==> config.mk <==
export PLATFORM = sky130hd
export DESIGN_NAME = rtc_calendar
export DESIGN_NICKNAME = d
export VERILOG_FILES = /design/src/rtl/rtc_cal_pkg.sv /design/src/rtl/rtc_tick_gen.sv /design/src/rtl/rtc_cal_datapath.sv /design/src/rtl/rtc_cal_ctrl.sv /design/src/rtl/rtc_calendar.sv
export SDC_FILE = /design/constraint.sdc
export NUM_CORES = 1
export LEC_CHECK = 0
export CELL_PAD_IN_SITES_DETAIL_PLACEMENT = 0
export CELL_PAD_IN_SITES_GLOBAL_PLACEMENT = 1
export CORE_MARGIN = 4
export CORE_UTILIZATION = 40
export CTS_CLUSTER_SIZE = 28
export DETAILED_ROUTE_END_ITERATION = 10
export DONT_BUFFER_PORTS = 1
export GPL_ROUTABILITY_DRIVEN = 0
export PLACE_DENSITY = 0.66
export REMOVE_ABC_BUFFERS = 1
export SLEW_MARGIN = 10
export SYNTH_ARGS = -nofsm -noshare
export SYNTH_HDL_FRONTEND = slang
export SYNTH_SLANG_ARGS = --single-unit
==> constraint.sdc <==
create_clock -name clk -period 2.78 [get_ports clk]
set_input_delay 0 -clock clk [delete_from_list [all_inputs] [get_ports clk]]
set_output_delay 0 -clock clk [all_outputs]
set_load 0.005 [all_outputs]
==> src/rtl/rtc_cal_pkg.sv <==
package rtc_cal_pkg;
  localparam int NUM_FIELDS = 8;
  localparam int VAL_W      = 12;
  localparam int ADDR_W     = 4;
  localparam int DATA_W     = 32;

  localparam int IDX_SEC  = 0;
  localparam int IDX_MIN  = 1;
  localparam int IDX_HOUR = 2;
  localparam int IDX_MDAY = 3;
  localparam int IDX_WDAY = 4;
  localparam int IDX_YDAY = 5;
  localparam int IDX_MON  = 6;
  localparam int IDX_YEAR = 7;

  localparam logic [ADDR_W-1:0] ADDR_CTRL     = 4'd8;
  localparam logic [ADDR_W-1:0] ADDR_PRESC    = 4'd9;
  localparam logic [ADDR_W-1:0] ADDR_INCMASK  = 4'd10;
  localparam logic [ADDR_W-1:0] ADDR_FRACMASK = 4'd11;
  localparam logic [ADDR_W-1:0] ADDR_STAT     = 4'd12;

  typedef struct packed {
    logic [NUM_FIELDS-1:0] fieldWr;
    logic [VAL_W-1:0]      wrVal;
  } calStrobe_t;

  typedef struct packed {
    logic [5:0]  sec;
    logic [5:0]  min;
    logic [4:0]  hour;
    logic [4:0]  mday;
    logic [2:0]  wday;
    logic [8:0]  yday;
    logic [3:0]  mon;
    logic [11:0] year;
  } calTime_t;

  function automatic logic [4:0] daysInMonth(input logic [3:0] mon, input logic [11:0] year);
    logic [4:0] len;
    case (mon)
      4'd2:                      len = (year[1:0] == 2'b00) ? 5'd29 : 5'd28;
      4'd4, 4'd6, 4'd9, 4'd11:  len = 5'd30;
      default:                   len = 5'd31;
    endcase
    return len;
  endfunction
endpackage

==> src/rtl/rtc_tick_gen.sv <==
module rtc_tick_gen #(
  parameter int SUB_W   = 15,
  parameter int PINT_W  = 16,
  parameter int PFRAC_W = 16
) (
  input  logic               clk,
  input  logic               rstN,
  input  logic               run,
  input  logic               srcOsc,
  input  logic               oscTickEn,
  input  logic [PINT_W-1:0]  preInt,
  input  logic [PFRAC_W-1:0] preFrac,
  input  logic [SUB_W-2:0]   fracMask,
  output logic               secTick,
  output logic               fracHit
);
  localparam int FRAC_W = SUB_W - 1;

  logic [PINT_W-1:0]  cntQ;
  logic [PFRAC_W-1:0] accQ;
  logic [SUB_W-1:0]   subQ;
  logic [SUB_W-1:0]   subNext;
  logic [PFRAC_W:0]   accSum;
  logic               preTick;
  logic               subTick;
  logic [FRAC_W-1:0]  fracBits;

  assign preTick = run && !srcOsc && (cntQ == '0);
  assign subTick = run && (srcOsc ? oscTickEn : preTick);
  assign accSum  = {1'b0, accQ} + {1'b0, preFrac};
  assign subNext = subQ + 1'b1;

  // prescaler: integer reload stretched by one clock on fraction carry
  always_ff @(posedge clk or negedge rstN) begin
    if (!rstN) begin
      cntQ <= '0;
      accQ <= '0;
    end else if (!run || srcOsc) begin
      cntQ <= preInt;
      accQ <= '0;
    end else if (preTick) begin
      cntQ <= preInt + PINT_W'(accSum[PFRAC_W]);
      accQ <= accSum[PFRAC_W-1:0];
    end else begin
      cntQ <= cntQ - 1'b1;
    end
  end

  always_ff @(posedge clk or negedge rstN) begin
    if (!rstN)        subQ <= '0;
    else if (!run)    subQ <= '0;
    else if (subTick) subQ <= subNext;
  end

  assign secTick = subTick && (subQ == '1);

  for (genvar j = 0; j < FRAC_W; j++) begin : gFrac
    assign fracBits[j] = fracMask[j] && (subNext[j:0] == '0);
  end

  assign fracHit = subTick && (|fracBits);


  idle_phase_chk: assert property (@(posedge clk) disable iff (!rstN)
    !run |=> !secTick);


  osc_gate_chk: assert property (@(posedge clk) disable iff (!rstN)
    (srcOsc && !oscTickEn) |-> !secTick);
endmodule

==> src/rtl/rtc_cal_datapath.sv <==
module rtc_cal_datapath
  import rtc_cal_pkg::*;
(
  input  logic                  clk,
  input  logic                  rstN,
  input  logic                  secTick,
  input  calStrobe_t            strobe,
  output calTime_t              curTime,
  output logic [NUM_FIELDS-1:0] incFlags
);
  calTime_t   timeQ;
  calTime_t   timeNext;
  logic [4:0] monthLast;
  logic       secWrap, minWrap, hourWrap, dayWrap, monWrap;
  logic       minInc, hourInc, dayInc, monInc, yearInc;

  always_comb begin
    monthLast = daysInMonth(timeQ.mon, timeQ.year);
    secWrap   = timeQ.sec  >= 6'd59;
    minWrap   = timeQ.min  >= 6'd59;
    hourWrap  = timeQ.hour >= 5'd23;
    dayWrap   = timeQ.mday >= monthLast;
    monWrap   = timeQ.mon  >= 4'd12;
    minInc    = secTick && secWrap;
    hourInc   = minInc  && minWrap;
    dayInc    = hourInc && hourWrap;
    monInc    = dayInc  && dayWrap;
    yearInc   = monInc  && monWrap;
  end

  always_comb begin
    incFlags           = '0;
    incFlags[IDX_SEC]  = secTick;
    incFlags[IDX_MIN]  = minInc;
    incFlags[IDX_HOUR] = hourInc;
    incFlags[IDX_MDAY] = dayInc;
    incFlags[IDX_WDAY] = dayInc;
    incFlags[IDX_YDAY] = dayInc;
    incFlags[IDX_MON]  = monInc;
    incFlags[IDX_YEAR] = yearInc;
  end

  always_comb begin
    timeNext = timeQ;
    if (secTick) timeNext.sec  = secWrap  ? 6'd0 : timeQ.sec  + 6'd1;
    if (minInc)  timeNext.min  = minWrap  ? 6'd0 : timeQ.min  + 6'd1;
    if (hourInc) timeNext.hour = hourWrap ? 5'd0 : timeQ.hour + 5'd1;
    if (dayInc) begin
      timeNext.mday = dayWrap ? 5'd1 : timeQ.mday + 5'd1;
      timeNext.wday = (timeQ.wday >= 3'd6) ? 3'd0 : timeQ.wday + 3'd1;
      timeNext.yday = yearInc ? 9'd1 : timeQ.yday + 9'd1;
    end
    if (monInc)  timeNext.mon  = monWrap ? 4'd1 : timeQ.mon + 4'd1;
    if (yearInc) timeNext.year = timeQ.year + 12'd1;
    // a field write in the same cycle overrides that field only
    if (strobe.fieldWr[IDX_SEC])  timeNext.sec  = strobe.wrVal[5:0];
    if (strobe.fieldWr[IDX_MIN])  timeNext.min  = strobe.wrVal[5:0];
    if (strobe.fieldWr[IDX_HOUR]) timeNext.hour = strobe.wrVal[4:0];
    if (strobe.fieldWr[IDX_MDAY]) timeNext.mday = strobe.wrVal[4:0];
    if (strobe.fieldWr[IDX_WDAY]) timeNext.wday = strobe.wrVal[2:0];
    if (strobe.fieldWr[IDX_YDAY]) timeNext.yday = strobe.wrVal[8:0];
    if (strobe.fieldWr[IDX_MON])  timeNext.mon  = strobe.wrVal[3:0];
    if (strobe.fieldWr[IDX_YEAR]) timeNext.year = strobe.wrVal;
  end

  always_ff @(posedge clk or negedge rstN) begin
    if (!rstN) begin
      timeQ.sec  <= 6'd0;
      timeQ.min  <= 6'd0;
      timeQ.hour <= 5'd0;
      timeQ.mday <= 5'd1;
      timeQ.wday <= 3'd6;
      timeQ.yday <= 9'd1;
      timeQ.mon  <= 4'd1;
      timeQ.year <= 12'd2000;
    end else begin
      timeQ <= timeNext;
    end
  end

  assign curTime = timeQ;


  sec_wrap_chk: assert property (@(posedge clk) disable iff (!rstN)
    (secTick && timeQ.sec == 6'd59 && !strobe.fieldWr[IDX_SEC]) |=> (timeQ.sec == 6'd0));


  wday_wrap_chk: assert property (@(posedge clk) disable iff (!rstN)
    (incFlags[IDX_WDAY] && timeQ.wday == 3'd6 && !strobe.fieldWr[IDX_WDAY]) |=> (timeQ.wday == 3'd0));


  yday_restart_chk: assert property (@(posedge clk) disable iff (!rstN)
    (incFlags[IDX_YEAR] && !strobe.fieldWr[IDX_YDAY]) |=> (timeQ.yday == 9'd1));


  hold_chk: assert property (@(posedge clk) disable iff (!rstN)
    (!secTick && strobe.fieldWr == '0) |=> $stable(timeQ));
endmodule

==> src/rtl/rtc_cal_ctrl.sv <==
module rtc_cal_ctrl
  import rtc_cal_pkg::*;
#(
  parameter int SUB_W   = 15,
  parameter int PINT_W  = 16,
  parameter int PFRAC_W = 16
) (
  input  logic                  clk,
  input  logic                  rstN,
  input  logic                  wrEn,
  input  logic [ADDR_W-1:0]     wrAddr,
  input  logic [DATA_W-1:0]     wrData,
  input  logic [ADDR_W-1:0]     rdAddr,
  input  calTime_t              curTime,
  input  logic [NUM_FIELDS-1:0] incFlags,
  input  logic                  fracHit,
  output calStrobe_t            strobe,
  output logic                  run,
  output logic                  srcOsc,
  output logic [PINT_W-1:0]     preInt,
  output logic [PFRAC_W-1:0]    preFrac,
  output logic [SUB_W-2:0]      fracMask,
  output logic [DATA_W-1:0]     rdData,
  output logic                  irq
);
  localparam int FRAC_W = SUB_W - 1;

  logic [1:0]            ctrlQ;
  logic [PINT_W-1:0]     preIntQ;
  logic [PFRAC_W-1:0]    preFracQ;
  logic [NUM_FIELDS-1:0] incMaskQ;
  logic [FRAC_W-1:0]     fracMaskQ;
  logic [1:0]            statQ;
  logic [1:0]            statNext;
  logic [1:0]            clrBits;
  logic                  incHit;

  always_comb begin
    strobe.wrVal = wrData[VAL_W-1:0];
    for (int i = 0; i < NUM_FIELDS; i++) begin
      strobe.fieldWr[i] = wrEn && (wrAddr == ADDR_W'(i));
    end
  end

  assign incHit  = |(incFlags & incMaskQ);
  assign clrBits = (wrEn && wrAddr == ADDR_STAT) ? wrData[1:0] : 2'b00;

  always_comb begin
    statNext[0] = (statQ[0] & ~clrBits[0]) | incHit;
    statNext[1] = (statQ[1] & ~clrBits[1]) | fracHit;
  end

  always_ff @(posedge clk or negedge rstN) begin
    if (!rstN) begin
      ctrlQ     <= '0;
      preIntQ   <= '0;
      preFracQ  <= '0;
      incMaskQ  <= '0;
      fracMaskQ <= '0;
      statQ     <= '0;
    end else begin
      if (wrEn) begin
        case (wrAddr)
          ADDR_CTRL:     ctrlQ     <= wrData[1:0];
          ADDR_PRESC: begin
            preIntQ  <= wrData[PINT_W-1:0];
            preFracQ <= wrData[PINT_W +: PFRAC_W];
          end
          ADDR_INCMASK:  incMaskQ  <= wrData[NUM_FIELDS-1:0];
          ADDR_FRACMASK: fracMaskQ <= wrData[FRAC_W-1:0];
          default: ;
        endcase
      end
      statQ <= statNext;
    end
  end

  assign run      = ctrlQ[0];
  assign srcOsc   = ctrlQ[1];
  assign preInt   = preIntQ;
  assign preFrac  = preFracQ;
  assign fracMask = fracMaskQ;
  assign irq      = |statQ;

  always_comb begin
    case (rdAddr)
      4'd0:          rdData = DATA_W'(curTime.sec);
      4'd1:          rdData = DATA_W'(curTime.min);
      4'd2:          rdData = DATA_W'(curTime.hour);
      4'd3:          rdData = DATA_W'(curTime.mday);
      4'd4:          rdData = DATA_W'(curTime.wday);
      4'd5:          rdData = DATA_W'(curTime.yday);
      4'd6:          rdData = DATA_W'(curTime.mon);
      4'd7:          rdData = DATA_W'(curTime.year);
      ADDR_CTRL:     rdData = DATA_W'(ctrlQ);
      ADDR_PRESC:    rdData = DATA_W'({preFracQ, preIntQ});
      ADDR_INCMASK:  rdData = DATA_W'(incMaskQ);
      ADDR_FRACMASK: rdData = DATA_W'(fracMaskQ);
      ADDR_STAT:     rdData = DATA_W'(statQ);
      default:       rdData = '0;
    endcase
  end


  inc_sticky_chk: assert property (@(posedge clk) disable iff (!rstN)
    incHit |=> statQ[0]);


  frac_sticky_chk: assert property (@(posedge clk) disable iff (!rstN)
    fracHit |=> statQ[1]);


  clear_chk: assert property (@(posedge clk) disable iff (!rstN)
    (wrEn && wrAddr == ADDR_STAT && wrData[0] && !incHit) |=> !statQ[0]);
endmodule

==> src/rtl/rtc_calendar.sv <==
module rtc_calendar
  import rtc_cal_pkg::*;
#(
  parameter int SUB_W   = 15,
  parameter int PINT_W  = 16,
  parameter int PFRAC_W = 16
) (
  input  logic              clk,
  input  logic              rstN,
  input  logic              oscTickEn,
  input  logic              wrEn,
  input  logic [ADDR_W-1:0] wrAddr,
  input  logic [DATA_W-1:0] wrData,
  input  logic [ADDR_W-1:0] rdAddr,
  output logic [DATA_W-1:0] rdData,
  output logic              irq
);
  localparam int FRAC_W = SUB_W - 1;

  calStrobe_t            strobe;
  calTime_t              curTime;
  logic [NUM_FIELDS-1:0] incFlags;
  logic                  run, srcOsc, secTick, fracHit;
  logic [PINT_W-1:0]     preInt;
  logic [PFRAC_W-1:0]    preFrac;
  logic [FRAC_W-1:0]     fracMask;

  rtc_cal_ctrl #(.SUB_W(SUB_W), .PINT_W(PINT_W), .PFRAC_W(PFRAC_W)) uCtrl (
    .clk(clk), .rstN(rstN), .wrEn(wrEn), .wrAddr(wrAddr), .wrData(wrData),
    .rdAddr(rdAddr), .curTime(curTime), .incFlags(incFlags), .fracHit(fracHit),
    .strobe(strobe), .run(run), .srcOsc(srcOsc), .preInt(preInt), .preFrac(preFrac),
    .fracMask(fracMask), .rdData(rdData), .irq(irq)
  );

  rtc_tick_gen #(.SUB_W(SUB_W), .PINT_W(PINT_W), .PFRAC_W(PFRAC_W)) uTick (
    .clk(clk), .rstN(rstN), .run(run), .srcOsc(srcOsc), .oscTickEn(oscTickEn),
    .preInt(preInt), .preFrac(preFrac), .fracMask(fracMask),
    .secTick(secTick), .fracHit(fracHit)
  );

  rtc_cal_datapath uData (
    .clk(clk), .rstN(rstN), .secTick(secTick), .strobe(strobe),
    .curTime(curTime), .incFlags(incFlags)
  );
endmodule

After elaboration in Yosys (flattened, before gate mapping):

Index checks and enable logic that the tools add are counted.

* reduce and logical (&&, ||, !) cells: 70
* $add $sub $neg: 12
* multiplexer cells: 32
* magnitude comparators: 6
* bitwise gates (word level): 8
* equal/unequal tests: 31

Operators by type and width (count)
* $pmux W32 S13: 1
* $mux W16: 4
* $eq A4 B4 Y1 const B: 12
* $eq A4 B3 Y1 const B: 10
* $mux W6: 6
* $logic_and A1 B1 Y1: 33
* $mux W15: 2
* $mux W5: 5
* $mux W12: 2
* $eq A4 B2 Y1 const B: 5
* $mux W9: 2
* $reduce_bool A2 Y1: 9
* $add A16 B16 Y17: 1
* $mux W17: 1
* $add A16 B1 Y16: 1
* $logic_not A16 Y1: 1
* $sub A16 B1 Y16 const B: 1
* $add A15 B1 Y15 const B: 1
* $eq A15 B15 Y1 const B: 1
* $logic_not A14 Y1: 1
* $reduce_or A14 Y1: 1
* $logic_not A13 Y1: 1
* $add A12 B1 Y12 const B: 1
* $add A6 B1 Y6 const B: 2
* other kinds (37): 55

* output and inout port bits: 33
* bits in registers: 155
* input bits: 44
* logic and storage cells: 176

Logic depth before layout (Yosys ltp):

Gate-level depths: netlist of run 1.

* depth in word-level cells: 14
* mapped depth: 17

Modules after synthesis:

A second synthesis of run 1 with hierarchy kept.

* cell total of the unflattened synthesis: 1131
* area total of the unflattened synthesis: 10441.3 µm²

Modules (own cells, without submodules)
* rtc_tick_gen: area an instance 3787.4 µm², instances 1, seq. area each 1176.1 µm², cells an instance 456
* rtc_cal_ctrl: area an instance 3338.2 µm², instances 1, seq. area each 1451.4 µm², cells an instance 295
* rtc_cal_datapath: area an instance 3315.7 µm², instances 1, seq. area each 1265.0 µm², cells an instance 380

Least setup slack after synthesis of run 1:

Ideal clock, no wire load.

* kind: reg-to-reg
* from: reg uCtrl.preFracQ[0] (netlist: uCtrl.preFrac[0])
* to: reg uTick.cntQ[11]
* cell stages (with the launch flop): 16
* arrival time: 2.880 ns
* period minus slack after synthesis: 3.017 ns
* setup time: 0.137 ns
* data required time: 2.643 ns
* slack: -0.237 ns
* path through: dfrtp_1 > ha_1 > inv_1 > fa_1 > nor2b_1 > o2111ai_1 > nand4_1 > a41oi_1 > o21ai_0 > ha_1 > and4_1 > nand3_1 > or2_2 > nor2_1 > a32o_1 > a21oi_1

* cells in the longest elaborated chain, start to end: 4

RTL lines
* from (decl): line rtc_cal_ctrl.sv:30 `logic [PFRAC_W-1:0] preFracQ;`
* from (signal assigned): line rtc_cal_ctrl.sv:67 `preFracQ <= wrData[PINT_W +: PFRAC_W];`
* $add A16 B16 Y17: line rtc_tick_gen.sv:30 `assign accSum = {1'b0, accQ} + {1'b0, preFrac};`
* $add A16 B1 Y16: line rtc_tick_gen.sv:42 `cntQ <= preInt + PINT_W'(accSum[PFRAC_W]);`
* $mux W16: line rtc_tick_gen.sv:41 `end else if (preTick) begin`
* $mux W16: line rtc_tick_gen.sv:38 `end else if (!run || srcOsc) begin`
* to (signal assigned): line rtc_tick_gen.sv:39 `cntQ <= preInt;`
* to (signal assigned): line rtc_tick_gen.sv:42
* to (signal assigned): line rtc_tick_gen.sv:45 `cntQ <= cntQ - 1'b1;`
* to (decl): line rtc_tick_gen.sv:19 `logic [PINT_W-1:0] cntQ;`

Every way passes these cells.
A chain may end at the register's enable or synchronous reset.

Worst setup path after layout of run 1:

* from: reg uCtrl.preFracQ[0] (netlist: uCtrl.preFrac[0])
* to: reg uTick.cntQ[12]

Same word-level chain as after synthesis.

==> metrics.log, run 1 <==
INFO  metric synth_top_area_share = 36.3%
INFO  metric grt_start_max_net_pins = 156
INFO  metric dominant_cell_type_by_area_after_synthesis = sky130_fd_sc_hd__dfrtp_1
INFO  metric r2r_start = uCtrl.preFrac[0]$_DFFE_PN0P_
INFO  metric timing_worst_setup_path_type = flop to flop
INFO  metric setup_violations = 11
INFO  metric starting_density_of_the_core = 40.7%
INFO  metric grt_setup_unrepaired = true
INFO  metric antenna-diode-count = 0
INFO  metric rows = 57
INFO  metric coreArea = 24,400 sq um
INFO  metric critical_path.max_fanout = 4
INFO  metric cts-hold-fix-buffers = 41
INFO  metric cts_h_tree_lvls = 4
INFO  metric clk_pin_slew = 0.07 ns
INFO  metric layout.core_utilization = 50.5%
INFO  metric gr-total-overflow = 0
INFO  metric fp.dieW = 166 um
INFO  metric num-nets-final = 1,291
INFO  metric syn_to_final_growth = 24.0%
INFO  metric port_buffers = 0
INFO  metric maxSlewViolCount = 0
INFO  metric instance_area_at_placement = 10,700 sq um
INFO  metric ys_ff_latch = 155
INFO  metric clock-sinks = 155
INFO  metric root_buffer = sky130_fd_sc_hd__clkbuf_16
INFO  metric synthTopCellsByArea = sky130_fd_sc_hd__dfrtp_1 36%, sky130_fd_sc_hd__mux2_2 6.5%, sky130_fd_sc_hd__nand2_1 4.8%
INFO  metric worstSetupStartpointType = flop
INFO  metric post-dp-hpwl = 20,800 um
INFO  metric overall_fraction_of_global_route_tracks_in_use = 22.1%
INFO  metric achievable-frequency = 328 MHz
INFO  metric category_of_the_worst_setup_path_capture_point = flop
INFO  metric postRouteWirelength = 30,200 um
INFO  metric number_of_global_route_vias_before_repair = 8,529
INFO  metric place_worst_setup_slack = -0.681 ns
INFO  metric leakagePower = 5.07 nW
INFO  metric hold-worst-slack = -0.736 ns
INFO  metric pwr_density = 635 nW/um^2
INFO  metric irDropWorstVdd = 0.342 mV
INFO  metric detailroute.via_count = 8,681
INFO  metric holdCritPathClass = primary input to asynchronous set/reset pin
INFO  metric drtIter0Drc = 548
INFO  metric worst-slew-pin-transition = 1.11 ns
INFO  metric layout-drive-gt1-share = 22.0%
INFO  metric finalCriticalPeriod = 3.05 ns
INFO  metric drcViolationCount = 0
INFO  metric wire_length_of_the_first_global_routing_pass = 47,400 um
INFO  metric relSlewSlack = 25.4%
INFO  metric boundaryPins = 77
INFO  metric post-route-worst-setup-slack = -0.271 ns
INFO  metric post_drt_via_cell_ratio = 5.61
INFO  metric clock_path_buffers = 2
INFO  metric post_drt_wl_per_cell = 19.5 um
INFO  metric cp.required = 3.14 ns
INFO  metric synth-seq-area-share = 39.2%
INFO  metric grt_antenna_before_repair = 0
INFO  metric cp-startpoint = uCtrl.preFrac[0]$_DFFE_PN0P_
INFO  metric setup-tns-final = -2.29 ns
INFO  metric dieHeight = 166 um
INFO  metric clk_skew = 0.0182 ns
INFO  metric report.final.hold_viol_count = 155
INFO  metric tritoncts = built
INFO  metric async_reset_ff_share = 100%
INFO  metric power.total = 7.82 mW
INFO  metric cap_violations = 0
INFO  metric post-route-period-util = 110%
INFO  metric violations = negative hold slack, negative setup slack
INFO  metric ff2ff_path_depth = 17
INFO  metric synth_edf_count = 0
INFO  metric cts-buffers-inserted = 17
INFO  metric wp_data_arrival = 3.41 ns
INFO  metric clk_latency = 0.43 ns
INFO  metric drt_pre_antenna_iters = 5
INFO  metric ys.warnings.count = 0
INFO  metric yosysUniqueCellTypes = 72
INFO  metric syn-cell-area = 9930 sq um
INFO  metric avgSynthCellArea = 8.94 sq um
INFO  metric outcome = finished, violations left
INFO  metric ys_dominant_reg_cell = sky130_fd_sc_hd__dfrtp_1
INFO  metric layout.cell_area.non_filler = 12,300 sq um
INFO  metric area_enclosed_by_the_die_boundary = 27,400 sq um
INFO  metric syn-instance-count = 1,111
INFO  metric number_of_antenna_violating_nets_in_the_routed_design = 0
## per-layer routing
metal,vias to the layer above,global-route usage (%),wire (um)
met5,-,0,0
met4,0,5.02,414
met3,26,4.14,1270
met2,181,36.5,14600
met1,4230,30.3,14000
li1,4244,-,-
## timing repair
action,in CTS,in global routing
setup buffers,4,9
gates cloned,0,2
gates resized for setup,36,62
endpoints found under the setup margin,34,38
pin swaps,15,27
hold endpoints to repair,263,155
## critical path, stage by stage, from the launching register on
cell                        delay (ns)
sky130_fd_sc_hd__dfrtp_1          0.36
sky130_fd_sc_hd__ha_2             0.19
sky130_fd_sc_hd__inv_2            0.04
sky130_fd_sc_hd__fa_2             0.36
sky130_fd_sc_hd__nor2b_4          0.14
sky130_fd_sc_hd__o2111ai_2        0.13
sky130_fd_sc_hd__nand4_1          0.18
sky130_fd_sc_hd__a41oi_2          0.16
sky130_fd_sc_hd__o21ai_2          0.18
sky130_fd_sc_hd__ha_2             0.23
sky130_fd_sc_hd__ha_4             0.14
sky130_fd_sc_hd__and4_4           0.26
sky130_fd_sc_hd__nand2_4          0.06
sky130_fd_sc_hd__nor2_4           0.16
sky130_fd_sc_hd__nand3_1          0.11
sky130_fd_sc_hd__a21oi_2          0.13
sky130_fd_sc_hd__nor2_1           0.05
sky130_fd_sc_hd__a21oi_1          0.11
## stage by stage
stage | hold WS (ns) | std cells
6_report | -0.736 | 1547
5_1_grt | -0.761 | 1547
4_1_cts | -0.754 | 1536
3_5_place_dp | -0.290 | 1459
3_3_place_gp | -0.289 | 1459
2_1_floorplan | -0.296 | 1053
## state kept, by name (all words and copies together), names as in the netlist
| register | cells |
|---|---|
| uTick.subQ | 15 |
| uTick.accQ | 16 |
| uCtrl.preFrac | 16 |
| uCtrl.preInt | 16 |
| uTick.cntQ | 16 |
| uCtrl.incMaskQ | 8 |
| uCtrl.ctrlQ | 2 |
| uCtrl.statQ | 2 |
| uData.curTime | 50 |
| uCtrl.fracMask | 14 |
## where the power goes
group	total (mW)	switching [mW]	internal, mW
clock network	2.58	1.04	1.54
logic	1.94	0.951	0.991
registers	3.30	0.579	2.72
total	7.82	2.57	5.25
## synthesized netlist by cell type, types with 10 or more instances
master / count
sky130_fd_sc_hd__and2_1: 34
sky130_fd_sc_hd__nor3_1: 22
sky130_fd_sc_hd__nand4_1: 16
sky130_fd_sc_hd__and3_1: 20
sky130_fd_sc_hd__inv_1: 21
sky130_fd_sc_hd__clkbuf_1: 44
sky130_fd_sc_hd__dfrtp_1: 144
sky130_fd_sc_hd__nand2_1: 127
sky130_fd_sc_hd__a21oi_1: 79
sky130_fd_sc_hd__a22oi_1: 16
sky130_fd_sc_hd__xor2_1: 26
sky130_fd_sc_hd__dfstp_2: 11
sky130_fd_sc_hd__xnor2_1: 37
sky130_fd_sc_hd__mux2_2: 57
sky130_fd_sc_hd__nand3_1: 45
sky130_fd_sc_hd__nor2b_1: 18
sky130_fd_sc_hd__ha_1: 36
sky130_fd_sc_hd__nand2b_1: 11
sky130_fd_sc_hd__o21ai_0: 72
sky130_fd_sc_hd__mux2i_1: 11
sky130_fd_sc_hd__nor3b_1: 13
sky130_fd_sc_hd__o21a_1: 10
sky130_fd_sc_hd__nor2_1: 82
sky130_fd_sc_hd__nor4_1: 14
sky130_fd_sc_hd__a31oi_1: 20
## layout make-up
cell class,count,area [sq um]
clock buffer,19,443
clock inverter,13,191
fill,2301,12100
inverter,21,78.8
multi-input combinational,878,6130
sequential,155,3890
tap,324,405
timing repair buffer,137,1170
## final timing paths
kind	end	slack [ns]
setup / recovery	uTick.cntQ[12]$_DFF_PN0_	-0.27
hold / removal	uCtrl.preFrac[3]$_DFFE_PN0P_	-0.74
setup reg to reg	uTick.cntQ[12]$_DFF_PN0_	-0.27
hold reg to reg	uTick.accQ[5]$_DFFE_PN0P_	0.53
max in group asynchronous	uData.curTime[7]$_DFFE_PN1P_	3.23
min in group clk	uData.curTime[28]$_DFFE_PN1P_	0.04
## cell families (layout without fill, tap and decap cells)
kind of cell | count (synthesis) | in the layout | share of synthesized area [%]
AND/OR/NAND/NOR | 436 | 437 | 22.4
adder cells (fa/ha/maj) | 37 | 37 | 4.74
buffers and inverters | 79 | 190 | 3.21
multiplexers | 68 | 68 | 7.58
flip-flops | 155 | 155 | 39.2
XOR/XNOR | 63 | 63 | 5.56
AO/OA/AOI/OAI | 273 | 273 | 17.3
## placed cells by master (no fill, tap or decap), drive strengths merged, types with 11 or more instances in the layout
master and instances:
dfrtp 144, nand2 128, buf 96, nor2 82
a21oi 79, o21ai 75, mux2 57, nand3 46
dlygate4sd3 41, xnor2 37, ha 36, and2 34
xor2 26, inv 23, nor3 22, and3 20
a31oi 20, clkbuf 19, nor2b 18, nor4 17
nand4 16, a22oi 16, nor3b 13, mux2i 11
dfstp 11, nand2b 11, o21a 11
Note: power is estimated with default switching activity, not from simulation.
==> run 2, diff against run 1 <==
Settings changed: CORE_UTILIZATION 40 to 45, CTS_CLUSTER_DIAMETER from default to 50, MAX_ROUTING_LAYER from default to met4, PLACE_DENSITY 0.66 to 0.73.
==> metrics.log, run 2 (synthesized netlist as in run 1, its figures left out) <==
INFO  metric starting_density_of_the_core = 45.6%
INFO  metric final-seq-area = 3890 sq um
INFO  metric wire_length_of_the_first_global_routing_pass = 47,200 um
INFO  metric irDropWorstVdd = 0.331 mV
INFO  metric rows = 54
INFO  metric postRouteWirelength = 29,400 um
INFO  metric num-nets-final = 1,279
INFO  metric cts-hold-fix-buffers = 43
INFO  metric hold-worst-slack = -0.744 ns
INFO  metric relSlewSlack = 25.0%
INFO  metric fp.dieW = 157 um
INFO  metric ff2ff_path_depth = 15
INFO  metric worstSetupStartpointType = flop
INFO  metric holdCritPathClass = primary input to asynchronous set/reset pin
INFO  metric timing.critical_path.mode_cell = sky130_fd_sc_hd__ha_2
INFO  metric crit_path_cell_trace = ha_2, inv_2, fa_2, nor2b_2, o2111ai_2, nand4_1, a41oi_2, o21ai_1, ha_2, and4_4, nand3_2, or2_4, nor2_4, a32o_1, a21oi_1
INFO  metric cap_violations = 0
INFO  metric layout_commonest_cell = sky130_fd_sc_hd__dfrtp_1
INFO  metric instance_area_at_placement = 10,600 sq um
INFO  metric post_drt_via_cell_ratio = 5.81
INFO  metric pwr_density = 619 nW/um^2
INFO  metric clock-sinks = 155
INFO  metric cts_h_tree_lvls = 4
INFO  metric timing_worst_setup_path_type = flop to flop
INFO  metric layout.core_utilization = 55.6%
INFO  metric achievable-frequency = 335 MHz
INFO  metric crit_path_top_delay_cell = sky130_fd_sc_hd__dfrtp_1
INFO  metric leakagePower = 4.95 nW
INFO  metric fillCellCount = 1,986
INFO  metric layout.cell_area.non_filler = 12,100 sq um
INFO  metric tritoncts = built
INFO  metric outcome = finished, violations left
INFO  metric root_buffer = sky130_fd_sc_hd__clkbuf_16
INFO  metric crit_path_max_incr_delay = 0.36 ns
INFO  metric area_of_the_multi_input_gates = 6120 sq um
INFO  metric grt_start_max_net_pins = 156
INFO  metric cp.required = 3.09 ns
INFO  metric setup_violations = 12
INFO  metric clock_path_buffers = 2
INFO  metric finalCriticalPeriod = 2.99 ns
INFO  metric maxSlewViolCount = 0
INFO  metric drcViolationCount = 0
INFO  metric wp_data_arrival = 3.29 ns
INFO  metric violations = negative hold slack, negative setup slack
INFO  metric overall_fraction_of_global_route_tracks_in_use = 25.0%
INFO  metric area_enclosed_by_the_die_boundary = 24,500 sq um
INFO  metric r2r_start = uTick.accQ[0]$_DFFE_PN0P_
INFO  metric report.final.hold_viol_count = 155
INFO  metric gr-total-overflow = 0
INFO  metric drtIter0Drc = 513
INFO  metric cp-startpoint = uTick.accQ[0]$_DFFE_PN0P_
INFO  metric grt_setup_unrepaired = true
INFO  metric layout-drive-gt1-share = 21.6%
INFO  metric post-route-worst-setup-slack = -0.206 ns
INFO  metric number_of_antenna_violating_nets_in_the_routed_design = 0
INFO  metric clk_pin_slew = 0.07 ns
INFO  metric dieHeight = 157 um
INFO  metric setup-tns-final = -1.54 ns
INFO  metric grt_antenna_before_repair = 1
INFO  metric number_of_global_route_vias_before_repair = 8,726
INFO  metric clk_latency = 0.44 ns
INFO  metric boundaryPins = 77
INFO  metric port_buffers = 0
INFO  metric post-route-period-util = 107%
INFO  metric post-dp-hpwl = 20,000 um
INFO  metric critical_path.max_fanout = 5
INFO  metric largest_register_ffs = 50
INFO  metric final_cell_mix = 143 x sky130_fd_sc_hd__dfrtp_1, 123 x sky130_fd_sc_hd__nand2_1, 76 x sky130_fd_sc_hd__a21oi_1, 76 x sky130_fd_sc_hd__buf_4, 73 x sky130_fd_sc_hd__nor2_1
INFO  metric syn_to_final_growth = 21.9%
INFO  metric rrSetupSlack = -0.21 ns
INFO  metric post_drt_wl_per_cell = 19.7 um
INFO  metric category_of_the_worst_setup_path_capture_point = flop
INFO  metric clk_skew = 0.0133 ns
INFO  metric drt_pre_antenna_iters = 5
INFO  metric detailroute.via_count = 8,667
INFO  metric cts-buffers-inserted = 17
INFO  metric coreArea = 21,800 sq um
INFO  metric worst-slew-pin-transition = 1.12 ns
-- run 2: final timing paths --
kind | end
min reg2reg | uCtrl.statQ[0]$_DFF_PN0_
max reg2reg | uTick.cntQ[11]$_DFF_PN0_
max | uTick.cntQ[11]$_DFF_PN0_
max in group asynchronous | uData.curTime[6]$_DFFE_PN1P_
min | uTick.accQ[4]$_DFFE_PN0P_
min in group clk | uCtrl.preFrac[1]$_DFFE_PN0P_
-- run 2: repair_timing --
item	CTS	global route
hold endpoints to repair	263	155
resized for setup	35	67
pin swaps	10	21
gates cloned	0	1
buffers inserted	2	6
setup endpoints to repair	28	47
-- run 2: power breakdown --
group / switching [mW] / internal [mW]
clock: 1.08 / 1.17
sequential: 0.572 / 2.72
combinational: 0.960 / 0.990
-- run 2: metal layers --
layer | vias to the layer above | part of all wire, % | GRT usage (%) | routed length, um
li1 | 4205 | - | - | -
met1 | 4194 | 45 | 33.0 | 13100
met2 | 230 | 48 | 40.2 | 14200
met3 | 38 | 5.5 | 4.40 | 1610
met4 | 0 | 1.7 | 6.49 | 491
met5 | - | 0 | - | 0
-- run 2: final cells by class --
type	instances	share of cell area [%]
Multi-Input combinational cell	877	50.6
Sequential cell	155	32.2
Timing Repair Buffer	126	8.99
Clock buffer	17	3.51
Tap cell	280	2.89
Clock inverter	15	1.13
Inverter	21	0.672
Antenna cell	1	0.0207
-- run 2: stage by stage --
stage / cells / setup slack [ns] / power [mW]
after CTS: 1484 / -0.208 / 7.40
final: 1492 / -0.206 / 7.50
after floorplan: 1053 / -1.68 / 4.34
after global placement: 1407 / -0.479 / 4.99
after global routing: 1492 / -0.361 / 7.93
after detailed placement: 1407 / -0.541 / 5.02
-- run 2: critical path, delay by kind of cell (launching register included) --
kind / cells / cell delay, ns
AND/OR/NAND/NOR: 6 / 1.01
adder cells (fa/ha/maj): 3 / 0.78
AO/OA/AOI/OAI: 5 / 0.65
flip-flops: 1 / 0.36
buffers and inverters: 1 / 0.04
==> run 3, diff against run 2 <==
Settings changed: PLACE_DENSITY 0.73 to 0.72, SYNTH_HIERARCHICAL from default to 1.
==> metrics.log, run 3 <==
INFO  metric category_of_the_worst_setup_path_capture_point = flop
INFO  metric post_route_non_filler_standard_cell_count = 1,573
INFO  metric root_buffer = sky130_fd_sc_hd__clkbuf_16
INFO  metric starting_density_of_the_core = 46.0%
INFO  metric tritoncts = built
INFO  metric worstSetupStartpointType = flop
INFO  metric yosysMostFrequentCell = sky130_fd_sc_hd__dfrtp_1
INFO  metric drtIter0Drc = 745
INFO  metric grt_start_max_net_pins = 156
INFO  metric postRouteWirelength = 33,400 um
INFO  metric yosysUniqueCellTypes = 88
INFO  metric largest_register_ffs = 50
INFO  metric cp.required = 3.09 ns
INFO  metric ys_dominant_reg_cell = sky130_fd_sc_hd__dfrtp_1
INFO  metric grt_setup_unrepaired = true
INFO  metric async_reset_ff_share = 100%
INFO  metric port_buffers = 0
INFO  metric leakagePower = 5.66 nW
INFO  metric finalCriticalPeriod = 3.36 ns
INFO  metric pwr_density = 609 nW/um^2
INFO  metric overall_fraction_of_global_route_tracks_in_use = 25.6%
INFO  metric maxSlewViolCount = 0
INFO  metric coreArea = 22,700 sq um
INFO  metric synth-seq-area-share = 37.3%
INFO  metric final_cell_mix = 144 x sky130_fd_sc_hd__dfrtp_1, 130 x sky130_fd_sc_hd__buf_4, 96 x sky130_fd_sc_hd__nand2_1, 58 x sky130_fd_sc_hd__mux2_2, 50 x sky130_fd_sc_hd__nor2_1
INFO  metric clock-sinks = 155
INFO  metric achievable-frequency = 298 MHz
INFO  metric antenna-diode-count = 0
INFO  metric hold-worst-slack = -0.727 ns
INFO  metric number_of_antenna_violating_nets_in_the_routed_design = 0
INFO  metric layout_commonest_cell = sky130_fd_sc_hd__dfrtp_1
INFO  metric irDropWorstVdd = 0.311 mV
INFO  metric setup-tns-final = -14.06 ns
INFO  metric fillCellCount = 2,006
INFO  metric outcome = finished, violations left
INFO  metric num-nets-final = 1,355
INFO  metric critical_path.max_fanout = 7
INFO  metric clk_latency = 0.43 ns
INFO  metric post_drt_via_cell_ratio = 6.12
INFO  metric report.final.hold_viol_count = 155
INFO  metric drcViolationCount = 0
INFO  metric cts_h_tree_lvls = 4
INFO  metric wire_length_of_the_first_global_routing_pass = 50,900 um
INFO  metric grt_antenna_before_repair = 0
INFO  metric cts-buffers-inserted = 17
INFO  metric power.total = 8.11 mW
INFO  metric drt_pre_antenna_iters = 5
INFO  metric synthTopCellsByArea = sky130_fd_sc_hd__dfrtp_1 35%, sky130_fd_sc_hd__mux2_2 6.3%, sky130_fd_sc_hd__ha_1 4.2%
INFO  metric syn-instance-count = 1,131
INFO  metric avgSynthCellArea = 9.23 sq um
INFO  metric rrSetupSlack = -0.58 ns
INFO  metric number_of_global_route_vias_before_repair = 8,989
INFO  metric cap_violations = 0
INFO  metric synth_edf_count = 0
INFO  metric dominant_cell_type_by_area_after_synthesis = sky130_fd_sc_hd__dfrtp_1
INFO  metric fp.dieW = 160 um
INFO  metric clock_path_buffers = 2
INFO  metric synth_top_area_share = 34.5%
INFO  metric ys.warnings.count = 6
INFO  metric syn-cell-area = 10,400 sq um
INFO  metric detailroute.via_count = 9,622
INFO  metric gr-total-overflow = 0
INFO  metric relSlewSlack = 44.1%
INFO  metric area_enclosed_by_the_die_boundary = 25,700 sq um
INFO  metric holdCritPathClass = primary input to asynchronous set/reset pin
INFO  metric wp_data_arrival = 3.67 ns
INFO  metric cts-hold-fix-buffers = 39
INFO  metric rows = 55
INFO  metric setup_violations = 61
INFO  metric violations = negative hold slack, negative setup slack
INFO  metric dieHeight = 160 um
INFO  metric post-place-cells = 1,477
INFO  metric post-dp-hpwl = 22,800 um
INFO  metric timing_worst_setup_path_type = flop to flop
INFO  metric post-route-worst-setup-slack = -0.575 ns
INFO  metric layout-drive-gt1-share = 28.6%
INFO  metric post-route-period-util = 121%
INFO  metric clk_pin_slew = 0.07 ns
INFO  metric ys_ff_latch = 155
INFO  metric syn_to_final_growth = 27.5%
INFO  metric final-seq-area = 3890 sq um
INFO  metric area_of_the_multi_input_gates = 6500 sq um
INFO  metric worst-slew-pin-transition = 0.836 ns
INFO  metric clk_skew = 0.0185 ns
INFO  metric synth.top_cells.by_count = 144 x sky130_fd_sc_hd__dfrtp_1, 100 x sky130_fd_sc_hd__nand2_1, 63 x sky130_fd_sc_hd__o21ai_0, 62 x sky130_fd_sc_hd__a21oi_1, 58 x sky130_fd_sc_hd__mux2_2
INFO  metric boundaryPins = 77
INFO  metric post_drt_wl_per_cell = 21.3 um
==> run 3: changes by cell type after synthesis, moves of 16 or more <==
cell,delta
sky130_fd_sc_hd__and2_1,-16
sky130_fd_sc_hd__clkbuf_1,-19
sky130_fd_sc_hd__a21oi_1,-17
sky130_fd_sc_hd__nand2_1,-27
sky130_fd_sc_hd__inv_1,+17
sky130_fd_sc_hd__and3_1,+22
sky130_fd_sc_hd__buf_4,+28
sky130_fd_sc_hd__nor2_1,-28
==> run 3: timing repair <==
item / 4_1_cts / 5_1_grt
resized for setup: 50 / 108
hold endpoints to repair: 263 / 155
endpoints found under the setup margin: 58 / 61
pin swaps: 22 / 39
gates cloned: 0 / 2
buffers inserted: 4 / 21
==> run 3: final timing paths <==
path | startpoint | end | cells after the start
hold / removal | rstN | uTick/accQ[3]$_DFFE_PN0P_ | 0
min in group clk | wrAddr[3] | uData/curTime[25]$_DFFE_PN0P_ | 4
setup / recovery | uTick/cntQ[12]$_DFF_PN0_ | uData/curTime[5]$_DFFE_PN0P_ | 10
hold reg to reg | uTick/accQ[11]$_DFFE_PN0P_ | uTick/accQ[11]$_DFFE_PN0P_ | 2
setup reg to reg | uTick/cntQ[12]$_DFF_PN0_ | uData/curTime[5]$_DFFE_PN0P_ | 10
max in group asynchronous | rstN | uData/curTime[10]$_DFFE_PN1P_ | 0
==> run 3: critical path, cell delays in order, from the launching register on <==
cell,delay [ns]
sky130_fd_sc_hd__dfrtp_1,0.38
sky130_fd_sc_hd__or4_4,0.56
sky130_fd_sc_hd__nor3_4,0.24
sky130_fd_sc_hd__a32oi_4,0.18
sky130_fd_sc_hd__nor4_4,0.30
sky130_fd_sc_hd__and3_4,0.24
sky130_fd_sc_hd__and3_4,0.19
sky130_fd_sc_hd__nand3_2,0.07
sky130_fd_sc_hd__or4_4,0.49
sky130_fd_sc_hd__o311a_1,0.35
sky130_fd_sc_hd__a211o_1,0.26
==> run 3: cells by family after synthesis <==
group / Yosys count / synth area share [%]
simple gates: 418 / 22.0
compound gates: 290 / 18.9
flops: 155 / 37.3
buf+inv: 110 / 5.34
mux: 83 / 8.81
xor+xnor: 39 / 3.27
fa+ha+maj: 36 / 4.39
==> run 3: metal layers <==
| metal | global-route usage, % | up-vias | wire length [um] |
|---|---|---|---|
| li1 | - | 4524 | - |
| met3 | 5.26 | 45 | 2180 |
| met1 | 33.6 | 4720 | 14700 |
| met5 | - | - | 0 |
| met4 | 6.02 | 0 | 599 |
| met2 | 41.1 | 333 | 15900 |
==> run 3: cell type report <==
class	count	area share [%]
inverters	38	1.11
multi-input cells	866	48.8
clock buffers	17	3.20
well taps	285	2.68
flip-flops and latches	155	29.2
clock inverters	15	1.61
repair buffers	197	13.3
==> run 3: report_power, final <==
part	leakage, nW	switching, mW	total [mW]	internal, mW
Combinational	3.44	1.12	2.31	1.19
Clock	0.311	1.04	2.56	1.53
Sequential	1.91	0.532	3.23	2.70
Total	5.66	2.69	8.11	5.42
==> run 3: per-stage QoR <==
step / hold WS (ns) / area (sq um) / utilization [%] / setup WS [ns]
after floorplan: -0.296 / 10000 / - / -1.44
after global placement: -0.288 / 11400 / 50.2 / -0.642
after detailed placement: -0.290 / 11400 / 50.2 / -0.677
after CTS: -0.751 / 12700 / 55.8 / -0.516
after global routing: -0.758 / 13300 / 58.6 / -0.649
final: -0.727 / 13300 / 58.6 / -0.575
